==> config.mk <==
export PLATFORM = sky130hd
export DESIGN_NAME = stateBypassXbar
export DESIGN_NICKNAME = d
export VERILOG_FILES = /design/src/rtl/bypassXbarPkg.sv /design/src/rtl/bypassCtrl.sv /design/src/rtl/bypassDatapath.sv /design/src/rtl/stateBypassXbar.sv
export SDC_FILE = /design/constraint.sdc
export NUM_CORES = 1
export LEC_CHECK = 0
export BUFFER_PORTS_ARGS = -buffer_cell sky130_fd_sc_hd__buf_4
export CAP_MARGIN = 0
export CORE_MARGIN = 2
export CORE_UTILIZATION = 58
export CTS_CLUSTER_DIAMETER = 150
export DETAILED_ROUTE_END_ITERATION = 16
export GPL_TIMING_DRIVEN = 0
export PLACE_DENSITY = 0.93
export SYNTH_ARGS = -nofsm -noshare
export SYNTH_HDL_FRONTEND = slang
export SYNTH_HIERARCHICAL = 1
export SYNTH_SLANG_ARGS = --single-unit
==> constraint.sdc <==
create_clock -name clk -period 5.2 [get_ports clk]
set_input_delay 0.52 -clock clk [delete_from_list [all_inputs] [get_ports clk]]
set_output_delay 0.52 -clock clk [all_outputs]
set_load 0.01 [all_outputs]
==> src/rtl/bypassXbarPkg.sv <==
package bypassXbarPkg;
  localparam int NUM_PORTS = 4;
  localparam int PORT_W = $clog2(NUM_PORTS);

  typedef logic [PORT_W-1:0] portIdx_t;

  // Strobes from control to datapath, one bit or index per input/output
  typedef struct packed {
    logic [NUM_PORTS-1:0]     bufLoad;   // per input: capture flit in input stage
    logic [NUM_PORTS-1:0]     bufClear;  // per input: held flit granted
    logic [NUM_PORTS-1:0]     xLoad;     // per output: traversal register loads
    portIdx_t [NUM_PORTS-1:0] xSrc;      // per output: granted input
    logic [NUM_PORTS-1:0]     bypEn;     // per output: bypass flit goes to link
    portIdx_t [NUM_PORTS-1:0] bypSrc;    // per output: input using preserved path
  } xbarStrobes_t;
endpackage

==> src/rtl/bypassCtrl.sv <==
module bypassCtrl
  import bypassXbarPkg::*;
(
  input  logic                        clk,
  input  logic                        rstN,
  input  logic [NUM_PORTS-1:0]        inValid,
  input  logic [NUM_PORTS*PORT_W-1:0] inDest,
  input  logic [NUM_PORTS-1:0]        gntValid,
  input  logic [NUM_PORTS*PORT_W-1:0] gntInput,
  input  logic                        tblLoad,
  input  logic [NUM_PORTS*PORT_W-1:0] tblData,
  output xbarStrobes_t                strobes
);
  localparam int N = NUM_PORTS;
  localparam int PW = PORT_W;
  localparam logic [N-1:0] ONE_HOT0 = {{(N-1){1'b0}}, 1'b1};

  portIdx_t       tbl [N];
  logic [N-1:0]   allocLast;
  logic [N-1:0]   dec [N];
  logic [N-1:0]   bypSel [N];
  logic [N-1:0]   match;
  logic [N-1:0]   bypassed;
  logic [N-1:0]   seen;
  logic           tblOk;
  portIdx_t       ent;

  // Permutation check on a requested load
  always_comb begin
    seen  = '0;
    tblOk = 1'b1;
    ent   = '0;
    for (int i = 0; i < N; i++) begin
      ent = tblData[i*PW +: PW];
      if (seen[ent]) tblOk = 1'b0;
      seen[ent] = 1'b1;
    end
  end

  always_ff @(posedge clk) begin
    if (!rstN) begin
      for (int i = 0; i < N; i++) tbl[i] <= portIdx_t'(i);
      allocLast <= '0;
    end else begin
      if (tblLoad && tblOk)
        for (int i = 0; i < N; i++) tbl[i] <= tblData[i*PW +: PW];
      allocLast <= gntValid;
    end
  end

  // One decoder per table entry, transposed into per-output select lines
  for (genvar gi = 0; gi < N; gi++) begin : g_dec
    assign dec[gi]   = ONE_HOT0 << tbl[gi];
    assign match[gi] = inValid[gi] && (inDest[gi*PW +: PW] == tbl[gi]);
    assign bypassed[gi] = match[gi] && !allocLast[tbl[gi]];
  end

  always_comb begin
    for (int o = 0; o < N; o++)
      for (int i = 0; i < N; i++) bypSel[o][i] = dec[i][o];
  end

  always_comb begin
    strobes = '0;
    strobes.bufLoad = inValid & ~bypassed;
    strobes.xLoad   = gntValid;
    for (int o = 0; o < N; o++) begin
      strobes.xSrc[o]  = gntInput[o*PW +: PW];
      strobes.bypEn[o] = |(bypSel[o] & bypassed);
      for (int i = 0; i < N; i++) begin
        if (bypSel[o][i]) strobes.bypSrc[o] = portIdx_t'(i);
        if (gntValid[o] && (gntInput[o*PW +: PW] == portIdx_t'(i)))
          strobes.bufClear[i] = 1'b1;
      end
    end
  end
endmodule

==> src/rtl/bypassDatapath.sv <==
module bypassDatapath
  import bypassXbarPkg::*;
#(
  parameter int DATA_W = 32
) (
  input  logic                        clk,
  input  logic                        rstN,
  input  xbarStrobes_t                strobes,
  input  logic [NUM_PORTS*DATA_W-1:0] inData,
  input  logic [NUM_PORTS*PORT_W-1:0] inDest,
  output logic [NUM_PORTS-1:0]        inReady,
  output logic [NUM_PORTS-1:0]        reqValid,
  output logic [NUM_PORTS*PORT_W-1:0] reqDest,
  output logic [NUM_PORTS-1:0]        linkValid,
  output logic [NUM_PORTS*DATA_W-1:0] linkData
);
  localparam int N = NUM_PORTS;
  localparam int PW = PORT_W;

  logic [DATA_W-1:0] inArr [N];
  logic [N-1:0]      bufValid;
  logic [DATA_W-1:0] bufData [N];
  portIdx_t          bufDest [N];
  logic [N-1:0]      xValid;
  logic [DATA_W-1:0] xData [N];
  logic [DATA_W-1:0] linkArr [N];

  always_comb begin
    for (int i = 0; i < N; i++) inArr[i] = inData[i*DATA_W +: DATA_W];
  end

  // Input stage: one flit per input waiting for a grant
  always_ff @(posedge clk) begin
    for (int i = 0; i < N; i++) begin
      if (!rstN)                    bufValid[i] <= 1'b0;
      else if (strobes.bufLoad[i])  bufValid[i] <= 1'b1;
      else if (strobes.bufClear[i]) bufValid[i] <= 1'b0;
      if (strobes.bufLoad[i]) begin
        bufData[i] <= inArr[i];
        bufDest[i] <= inDest[i*PW +: PW];
      end
    end
  end

  // Traversal stage, then link register shared by both paths
  always_ff @(posedge clk) begin
    for (int o = 0; o < N; o++) begin
      if (!rstN) begin
        xValid[o]    <= 1'b0;
        linkValid[o] <= 1'b0;
        linkArr[o]   <= '0;
      end else begin
        xValid[o]    <= strobes.xLoad[o];
        linkValid[o] <= xValid[o] | strobes.bypEn[o];
        if (xValid[o])               linkArr[o] <= xData[o];
        else if (strobes.bypEn[o])   linkArr[o] <= inArr[strobes.bypSrc[o]];
      end
      if (strobes.xLoad[o]) xData[o] <= bufData[strobes.xSrc[o]];
    end
  end

  always_comb begin
    for (int i = 0; i < N; i++) begin
      inReady[i]            = !bufValid[i];
      reqValid[i]           = bufValid[i];
      reqDest[i*PW +: PW]   = bufDest[i];
      linkData[i*DATA_W +: DATA_W] = linkArr[i];
    end
  end
endmodule

==> src/rtl/stateBypassXbar.sv <==
module stateBypassXbar
  import bypassXbarPkg::*;
#(
  parameter int DATA_W = 32
) (
  input  logic                        clk,
  input  logic                        rstN,
  input  logic [NUM_PORTS-1:0]        inValid,
  input  logic [NUM_PORTS*DATA_W-1:0] inData,
  input  logic [NUM_PORTS*PORT_W-1:0] inDest,
  output logic [NUM_PORTS-1:0]        inReady,
  output logic [NUM_PORTS-1:0]        reqValid,
  output logic [NUM_PORTS*PORT_W-1:0] reqDest,
  input  logic [NUM_PORTS-1:0]        gntValid,
  input  logic [NUM_PORTS*PORT_W-1:0] gntInput,
  input  logic                        tblLoad,
  input  logic [NUM_PORTS*PORT_W-1:0] tblData,
  output logic [NUM_PORTS-1:0]        linkValid,
  output logic [NUM_PORTS*DATA_W-1:0] linkData
);
  xbarStrobes_t strobes;

  bypassCtrl i_ctrl (
    .clk      (clk),
    .rstN     (rstN),
    .inValid  (inValid),
    .inDest   (inDest),
    .gntValid (gntValid),
    .gntInput (gntInput),
    .tblLoad  (tblLoad),
    .tblData  (tblData),
    .strobes  (strobes)
  );

  bypassDatapath #(.DATA_W(DATA_W)) i_dp (
    .clk       (clk),
    .rstN      (rstN),
    .strobes   (strobes),
    .inData    (inData),
    .inDest    (inDest),
    .inReady   (inReady),
    .reqValid  (reqValid),
    .reqDest   (reqDest),
    .linkValid (linkValid),
    .linkData  (linkData)
  );
endmodule

# [Word level (Yosys, flattened, before mapping)]
# Memory sizes are Yosys's and may differ from the RTL's.
# Cells that the tools add are included.
[word_totals] n_memories=5 input_bits=163 out_inout_bits=148 word_cells=256 reg_bits=12 ramBits=400 rom_bits=0 latch_bits=0
[memory_table] memory="i_dp.bufData" words=4 width=32 read_ports=4 rd_clocked_by_memory_dff=0 write_ports=4 line_no="bypassDatapath.sv:22" rtl="logic [DATA_W-1:0] bufData [N];"
[memory_table] memory="i_dp.linkArr" words=4 width=32 read_ports=4 rd_clocked_by_memory_dff=0 write_ports=4 line_no="bypassDatapath.sv:26" rtl="logic [DATA_W-1:0] linkArr [N];"
[memory_table] memory="i_dp.xData" words=4 width=32 read_ports=4 rd_clocked_by_memory_dff=0 write_ports=4 line_no="bypassDatapath.sv:25" rtl="logic [DATA_W-1:0] xData [N];"
[memory_table] memory="i_ctrl.tbl" words=4 width=2 read_ports=4 rd_clocked_by_memory_dff=0 write_ports=4 line_no="bypassCtrl.sv:18" rtl="portIdx_t tbl [N];"
[memory_table] memory="i_dp.bufDest" words=4 width=2 read_ports=4 rd_clocked_by_memory_dff=0 write_ports=4 line_no="bypassDatapath.sv:23" rtl="portIdx_t bufDest [N];"
[op_classes] bitwise_logic=28 magnitude_cmp=15 reduce_logical=48 mul=0 eq_ne=16 muxes=134 addsub=0 shift=4 n_div=0
[ops] operator="$mux W32" count=16
[ops] operator="$bmux W32 S2" count=4
[ops] operator="$mux W1" count=91
[ops] operator="$logic_and A1 B1 Y1" count=28
[ops] operator="$lt A2 B3 Y1 const B" count=8
[ops] operator="$mux W2" count=12
[ops] operator="$and A4 B4 Y4" count=5
[ops] operator="$bmux W1 S2" count=8
[ops] operator="$eq A2 B2 Y1 const B" count=8
[ops] operator="$or A1 B1 Y1" count=16
[ops] operator="$reduce_or A4 Y1" count=4
[ops] operator="$shl A1 B2 Y4 const A" count=4
[ops] operator="$ge A3 B3 Y1 const B" count=4
[ops] operator="$not A2 Y3" count=4
[ops] operator="$eq A2 B1 Y1 const B" count=4
[ops] operator="$eq A2 B2 Y1" count=4
[ops] operator="$logic_not A1 Y1" count=8
[ops] operator="$logic_not A2 Y1" count=4
[ops] operator="$or A4 B4 Y4" count=2
[ops] operator="$reduce_bool A2 Y1" count=4
[ops] operator="$demux W1 S2" count=3
[ops] operator="$ge A2 B1 Y1 const B" count=3
[ops] operator="$not A4 Y4" count=1

# [Depth between registers and ports, before layout]
# Gate-level depths: netlist of run 1.
[depth] word_depth=14 depth_mapped=9 ltp_nobuf=7

# [By module]
# The synthesis of run 1 kept the hierarchy.
[modules_own_cells] module="bypassDatapath" instances=1 seq_area_each_um2=12011.5 cells_per_inst=1182 area_each_um2=20392.1
[modules_own_cells] module="bypassCtrl" instances=1 seq_area_each_um2=320.3 cells_per_inst=163 area_each_um2=1266.2

# [Worst setup path before layout of run 1]
# Ideal clock, no wire load.
[synth_path] path_type="reg2reg" startpoint="memory i_ctrl/tbl[3][0] (netlist bit)" endpoint="memory i_dp.bufData[3][0] (enable)" synth_period_minus_slack_ps=4000 path_slack_ps=1200 t_arrival_ps=3519 required_time_ps=4720 stages_incl_launch_ff=5 setup_ps=480 path_buffers=1 cell_sequence="edfxtp_1 -> clkbuf_1 -> nand2b_1 -> o22a_1 -> a21boi_0"
[synth_lines] element="start: declaration" line_no="bypassCtrl.sv:18"
[synth_lines] element="end: declaration" line_no="bypassDatapath.sv:22"

==> results.md, run 1 <==
* Status: complete, no violations
* Sequential share of the synthesized area at 56.94%
* CTS tree: built
* Final Max Slew Viols at 0
* Int Pwr at 6682 uW
* Cts bufs inserted at 44
* Mapped Area at 21660 um^2
* Fillers at 2219
* Tcrit/Tclk final at 69.65%
* Drt via density at 7.159
* Comb power frac at 18.4%
* Setup violations, final at 0
* Gr ovfl total at 0
* Drt total wl at 71570 um
* Clk network pwr share at 35.3%
* Area growth syn-to-layout at 20.58%
* Shortest period the worst path allows at 3622 ps
* Max frequency at 0.2761 GHz
* RSZ-0062 raised after global routing: no
* Reg-to-reg slack, setup at 1580 ps
* DR WL/cell at 32.39 um
* Library cells used by synthesis at 58
* Final core occ at 71.17%
* Cell row count at 70
* Worst Max-Slew Pin Slew at 1378 ps
* Clock buffer depth at 3
* Post_cts resized at 0
* Initial Util at 59.02%
* Reg2Reg Depth at 6
* EDFF count, synth at 400
* Via count at 15.82k
* Crit. End Element: flip-flop
* Post-CTS Repair Setup Buffers at 0
* Worst relative slew slack at 8.157%
* Pre-Repair DR Iteration Count at 8
* Worst hold slack at 161.1 ps
* Die ar. at 38900 um^2
* Post-route insts no fill at 2210
* Largest net degree at the start of global routing at 34
* Pwr dens at 347.8 nW/um^2
* Data required time of the worst path at 5360 ps
* Number of global-route vias before repair at 16.09k
* Nets@finish at 1868
* Sw Pwr at 2401 uW
* Mean Syn Cell Area at 16.10 um^2
* First-pass GRT wire length at 102900 um
* WHS Path Cells at 1
* IO Count at 311
* Number of max-cap violations at 0
* Critical-path cell list: clkbuf_1 -> nand2b_1 -> o22a_1 -> nand2_1 -> o41ai_1 -> or3b_2
* Worst hold path type: input port to flip-flop
* Cell Area, Placed at 24670 um^2
* Syn nets at 1508
* WS Path Type: flip-flop to flip-flop
* WP data arrival at 3780 ps
* Clock slew at reported path FFs at 60 ps
* Core ar. at 36700 um^2
* Sink Count at 416
* Detailed Place HPWL at 45350 um
* Clock skew at 29.28 ps
* Clock Tree Root: clkbuf_16
* Final Hold Violating Endpoints at 0
* Slowest Stage Delay on Critical Path at 1180 ps
* Ys flop type: edfxtp_1
* Clk Latency, worst-skew pair at 570 ps
* Post-route cell area at 26120 um^2
* Die Height at 197.2 um
* Crit Path Max Fanout at 32
* Initial drt markers at 2228
* #FFs+latches synth at 416
* Syn Inst Count at 1345
* Placed Cells incl. Taps at 2127
* # DRC at 0
* P_leak at 0.01006 uW
* GP Congestion at 0.9124
* Worst VDD drop at 228.4 uV
* Total number of yosys warnings at 6
* Initial antenna violation count at 3
* Startpoint types: flip-flop
* Switching share of power at 26.43%
* Final ANT Viol Nets at 0
* Sequential share of power at 46.3%
* Die Wd at 197.2 um
* Slowest cell on crit path: or3b_2
* Layout cells sized above 1 at 36.78%
* Global Route Usage Sum at 36.77%
* Async S/R FF share, synth at 0%
* Post-route setup TNS at 0 ps
* CTS Hold Bufs at 0
* IO buf count at 310
* Htree depth at 2
## per-stage QoR
step / power (uW) / worst slack (ps)
2_1_floorplan: 5152 / 1200
3_3_place_gp: 5800 / -1815
3_5_place_dp: 5879 / 1620
4_1_cts: 9038 / 1586
5_1_grt: 9283 / 1289
6_report: 9083 / 1578
## final cells by class
| type | count | area (um^2) | area share (%) |
|---|---|---|---|
| antenna | 2 | 5.005 | 0.01916 |
| buffer | 117 | 787.0 | 3.013 |
| clock buffer | 58 | 1196 | 4.580 |
| clock inverter | 23 | 249.0 | 0.9534 |
| inverter | 11 | 41.29 | 0.1581 |
| multi-input combinational | 801 | 8513 | 32.60 |
| sequential | 416 | 12330 | 47.22 |
| tap | 468 | 585.6 | 2.242 |
| timing repair buffer | 314 | 2407 | 9.218 |
## registers in the layout, summed over array words and instances, names as in the netlist
| signal | count |
|---|---|
| i_dp/bufData | 128 |
| i_dp/linkArr | 128 |
| i_dp/xData | 128 |
| i_ctrl/tbl | 8 |
| i_dp/bufDest | 8 |
| i_ctrl/allocLast | 4 |
| i_dp/linkValid | 4 |
| i_dp/reqValid | 4 |
| i_dp/xValid | 4 |
## power groups by stage
stage                     registers [uW]  clock network, uW  logic [uW]
after floorplan                     4260                  0         892
after global placement              4250                  0        1550
after detailed placement            4260                  0        1620
after CTS                           4200               3210        1630
after global routing                4230               3330        1720
final                               4210               3210        1670
## cell usage after synthesis (all sizes together), types with 4 or more instances
library cell  instances  share of area, %
or3b                  4              0.16
o21a                  8              0.28
nand2b                5              0.14
or4                   4              0.14
inv                  11              0.19
o22ai                 7              0.20
and2                 12              0.35
nand2                20              0.35
mux2                128               6.8
mux2i               129               6.0
nand3                13              0.30
nor4b                 5              0.20
mux4                128                13
a221o               130               6.0
edfxtp              400                55
buf                 109               3.5
clkbuf                8              0.14
nor2                143               2.5
xor2                  8              0.32
nand4b                4              0.37
dfxtp                16               1.5
xnor2                 5              0.20
## cells in the final DEF (no fill, tap or decap), drive strengths merged, types with 7 or more instances in the layout
cell type	count
a221o	130
and2	12
buf	423
clkbuf	66
clkinv	17
dfxtp	16
edfxtp	400
inv	11
mux2	128
mux2i	129
mux4	128
nand2	20
nand3	13
nor2	143
o21a	8
o22ai	7
xor2	8
## cell families (layout without fill, tap and decap cells)
logic type                after synthesis  after routing  share of synthesized area (%)
DFF                                   416            416                          56.94
muxes                                 385            385                          26.07
and+or+nand+nor                       231            231                          5.205
AOI/OAI and AO/OA                     172            172                          7.441
buffers and inverters                 128            523                          3.824
xor gates and xnor gates               13             13                         0.5257
other                                   0              2                              0
## per-layer routing
metal	vias up	track usage (%)	routed length [um]
met3	345	11.23	10490
met2	1519	57.38	32910
met5	-	0	16
li1	6281	-	-
met4	2	20.41	4365
met1	7674	46.23	23790
## final timing paths
kind,startpoint,endpoint
max,i_ctrl/tbl[3][0]$_SDFFCE_PN1P_,i_dp/linkArr[1][0]$_DFFE_PP_
min,inData[10],i_dp/bufData[0][10]$_DFFE_PP_
max reg2reg,i_ctrl/tbl[3][0]$_SDFFCE_PN1P_,i_dp/linkArr[1][0]$_DFFE_PP_
min reg2reg,i_dp/xValid[0]$_SDFF_PN0_,i_dp/linkValid[0]$_SDFF_PN0_
## critical path: cells and delay by family, from the launching register on
kind,cells,cell delay [ps]
AOI/OAI and AO/OA,2,1050
buffers and inverters,1,320
DFF,1,320
and+or+nand+nor,3,1530
(Power assumes the default switching activity.)
==> inputs of run 2 (changes only) <==
--- a/config.mk
+++ b/config.mk
@@ -8,11 +8,11 @@
 export BUFFER_PORTS_ARGS = -buffer_cell sky130_fd_sc_hd__buf_4
 export CAP_MARGIN = 0
 export CORE_MARGIN = 2
-export CORE_UTILIZATION = 58
+export CORE_UTILIZATION = 52
 export CTS_CLUSTER_DIAMETER = 150
 export DETAILED_ROUTE_END_ITERATION = 16
 export GPL_TIMING_DRIVEN = 0
-export PLACE_DENSITY = 0.93
+export PLACE_DENSITY = 0.88
 export SYNTH_ARGS = -nofsm -noshare
 export SYNTH_HDL_FRONTEND = slang
 export SYNTH_HIERARCHICAL = 1
==> constraint.sdc (replaced) <==
create_clock -name clk -period 3.2 [get_ports clk]
set_input_delay 0.32 -clock clk [delete_from_list [all_inputs] [get_ports clk]]
set_output_delay 0.32 -clock clk [all_outputs]
set_load 0.01 [all_outputs]
==> run 2 against run 1 <==
  * Cell count up 9.2%
  * Wire length up 3.0%
  * Critical endpoint is now i_dp/linkArr[2][14]$_SDFFCE_PN0P_
  * Utilization down 3.6 points
  * Power up 65%
==> results.md, run 2 (synthesized netlist as in run 1, its figures left out) <==
* WHS Path Cells at 2
* Largest regs: i_dp/bufData (128), i_dp/linkArr (128), i_dp/xData (128)
* Layout cells sized above 1 at 34.65%
* Detailed Place HPWL at 45490 um
* Pwr dens at 540.3 nW/um^2
* Initial Util at 52.80%
* Pre-Repair DR Iteration Count at 6
* Max frequency at 0.3393 GHz
* Data required time of the worst path at 3630 ps
* Die ar. at 43300 um^2
* Reg2Reg Depth at 9
* GP Congestion at 0.9212
* Shortest period the worst path allows at 2947 ps
* Cts bufs inserted at 46
* Largest net degree at the start of global routing at 34
* Most frequent cells in the layout: 400 x edfxtp_1, 344 x buf_4, 143 x nor2_1, 137 x dlygate4sd3_1, 130 x a221o_1
* RSZ-0062 raised after global routing: no
* Area growth syn-to-layout at 27.95%
* IO Count at 311
* Status: complete, no violations
* WP data arrival at 3370 ps
* Htree depth at 2
* Clock skew at 18.69 ps
* Crit Path Max Fanout at 10
* Clk Latency, worst-skew pair at 580 ps
* Die Height at 208.1 um
* DR WL/cell at 30.54 um
* Post-route cell area at 27710 um^2
* P_leak at 0.01073 uW
* Worst hold path type: input port to flip-flop
* Clock Tree Root: clkbuf_16
* Post-route insts no fill at 2413
* Worst relative slew slack at 24.24%
* Final Max Slew Viols at 0
* Gr ovfl total at 0
* # DRC at 0
* Clock buffer depth at 3
* Drt total wl at 73690 um
* WS Path Type: flip-flop to flip-flop
* Placed Cells incl. Taps at 2192
* Commonest non-fill, non-tap cell in the layout: edfxtp_1
* Sink Count at 416
* Worst hold slack at 31.93 ps
* Final Hold Violating Endpoints at 0
* Worst Max-Slew Pin Slew at 1136 ps
* Crit. End Element: flip-flop
* CTS tree: built
* Worst VDD drop at 443.6 uV
* Final ANT Viol Nets at 0
* Die Wd at 208.1 um
* Tcrit/Tclk final at 92.09%
* Core ar. at 41020 um^2
* Cell row count at 74
* Cell Area, Placed at 24800 um^2
* Via count at 16.30k
* Drt via density at 6.756
* First-pass GRT wire length at 106600 um
* Global Route Usage Sum at 33.74%
* Number of max-cap violations at 0
* Clock slew at reported path FFs at 60 ps
* IO buf count at 310
* Initial antenna violation count at 1
* DP Worst Slack at -340.9 ps
* Nets@finish at 2009
* Number of global-route vias before repair at 16.85k
* Final WS setup at 253.1 ps
* Startpoint types: flip-flop
* Initial drt markers at 2336
* Setup violations, final at 0
run 2: changes by cell type in the layout (fill, tap and decap cells not counted), moves of 3 or more:
cell / delta
clkbuf_1: -4
buf_12: -3
clkinv_2: +3
or3b_2: -4
dlygate4sd3_1: +137
buf_16: +4
or3b_4: +4
run 2: path summary, 6_finish.rpt:
path,start,endpoint,slack [ps]
min,gntValid[3],i_ctrl/allocLast[3]$_SDFF_PN0_,30
max,i_ctrl/tbl[3][0]$_SDFFCE_PN1P_,i_dp/linkArr[2][14]$_SDFFCE_PN0P_,250
max reg2reg,i_ctrl/tbl[3][0]$_SDFFCE_PN1P_,i_dp/linkArr[2][14]$_SDFFCE_PN0P_,250
min reg2reg,i_dp/xData[0][6]$_DFFE_PP_,i_dp/linkArr[0][6]$_DFFE_PP_,540
run 2: critical path, cell delays in order, from the launching register on:
cell      delay (ps)
edfxtp_1         310
clkbuf_1         320
nand2b_1         280
o22a_1           240
nand2_1          180
o41ai_4          350
nor4bb_1         330
clkbuf_2         310
buf_6            240
a221o_1          220
run 2: cell type report:
class,instances,area [um^2]
fillers,2734,13300
flip-flops and latches,416,12330
multi-input cells,801,8567
repair buffers,453,3836
clock buffers,58,1259
plain buffers,117,787.0
well taps,532,665.6
clock inverters,23,220.2
inverters,11,41.29
diodes,2,5.005
run 2: layer usage:
layer | vias to the layer above | GRT usage, % | share of wire, %
li1 | 6561 | - | -
met1 | 7960 | 42.86 | 35
met2 | 1459 | 54.34 | 47
met3 | 323 | 8.392 | 13
met4 | 0 | 16.94 | 5.3
met5 | - | 0 | 0
run 2: power breakdown:
group	internal (uW)	switching [uW]	total (uW)	leakage, uW
sequential	6560	259	6820	0.00416
clock	3100	2180	5270	0.000736
combinational	1380	1500	2880	0.00584
total	11000	3930	15000	0.0107
run 2: repair_timing:
action / in CTS / in global routing
pin swaps: 0 / 1
cloned: 0 / 0
hold buffers: 137 / 0
gates resized for setup: 2 / 7
endpoints found under the setup margin: 73 / 190
hold endpoints to repair: 137 / 0
setup buffers: 0 / 1
run 2: through the flow:
step	util [%]	power, uW	setup TNS [ps]
5_1_grt	67.56	15370	0
6_report	67.56	14970	0
3_5_place_dp	60.45	9568	-16600
4_1_cts	67.42	14910	-1171
2_1_floorplan	-	8371	0
3_3_place_gp	60.10	9446	-82570
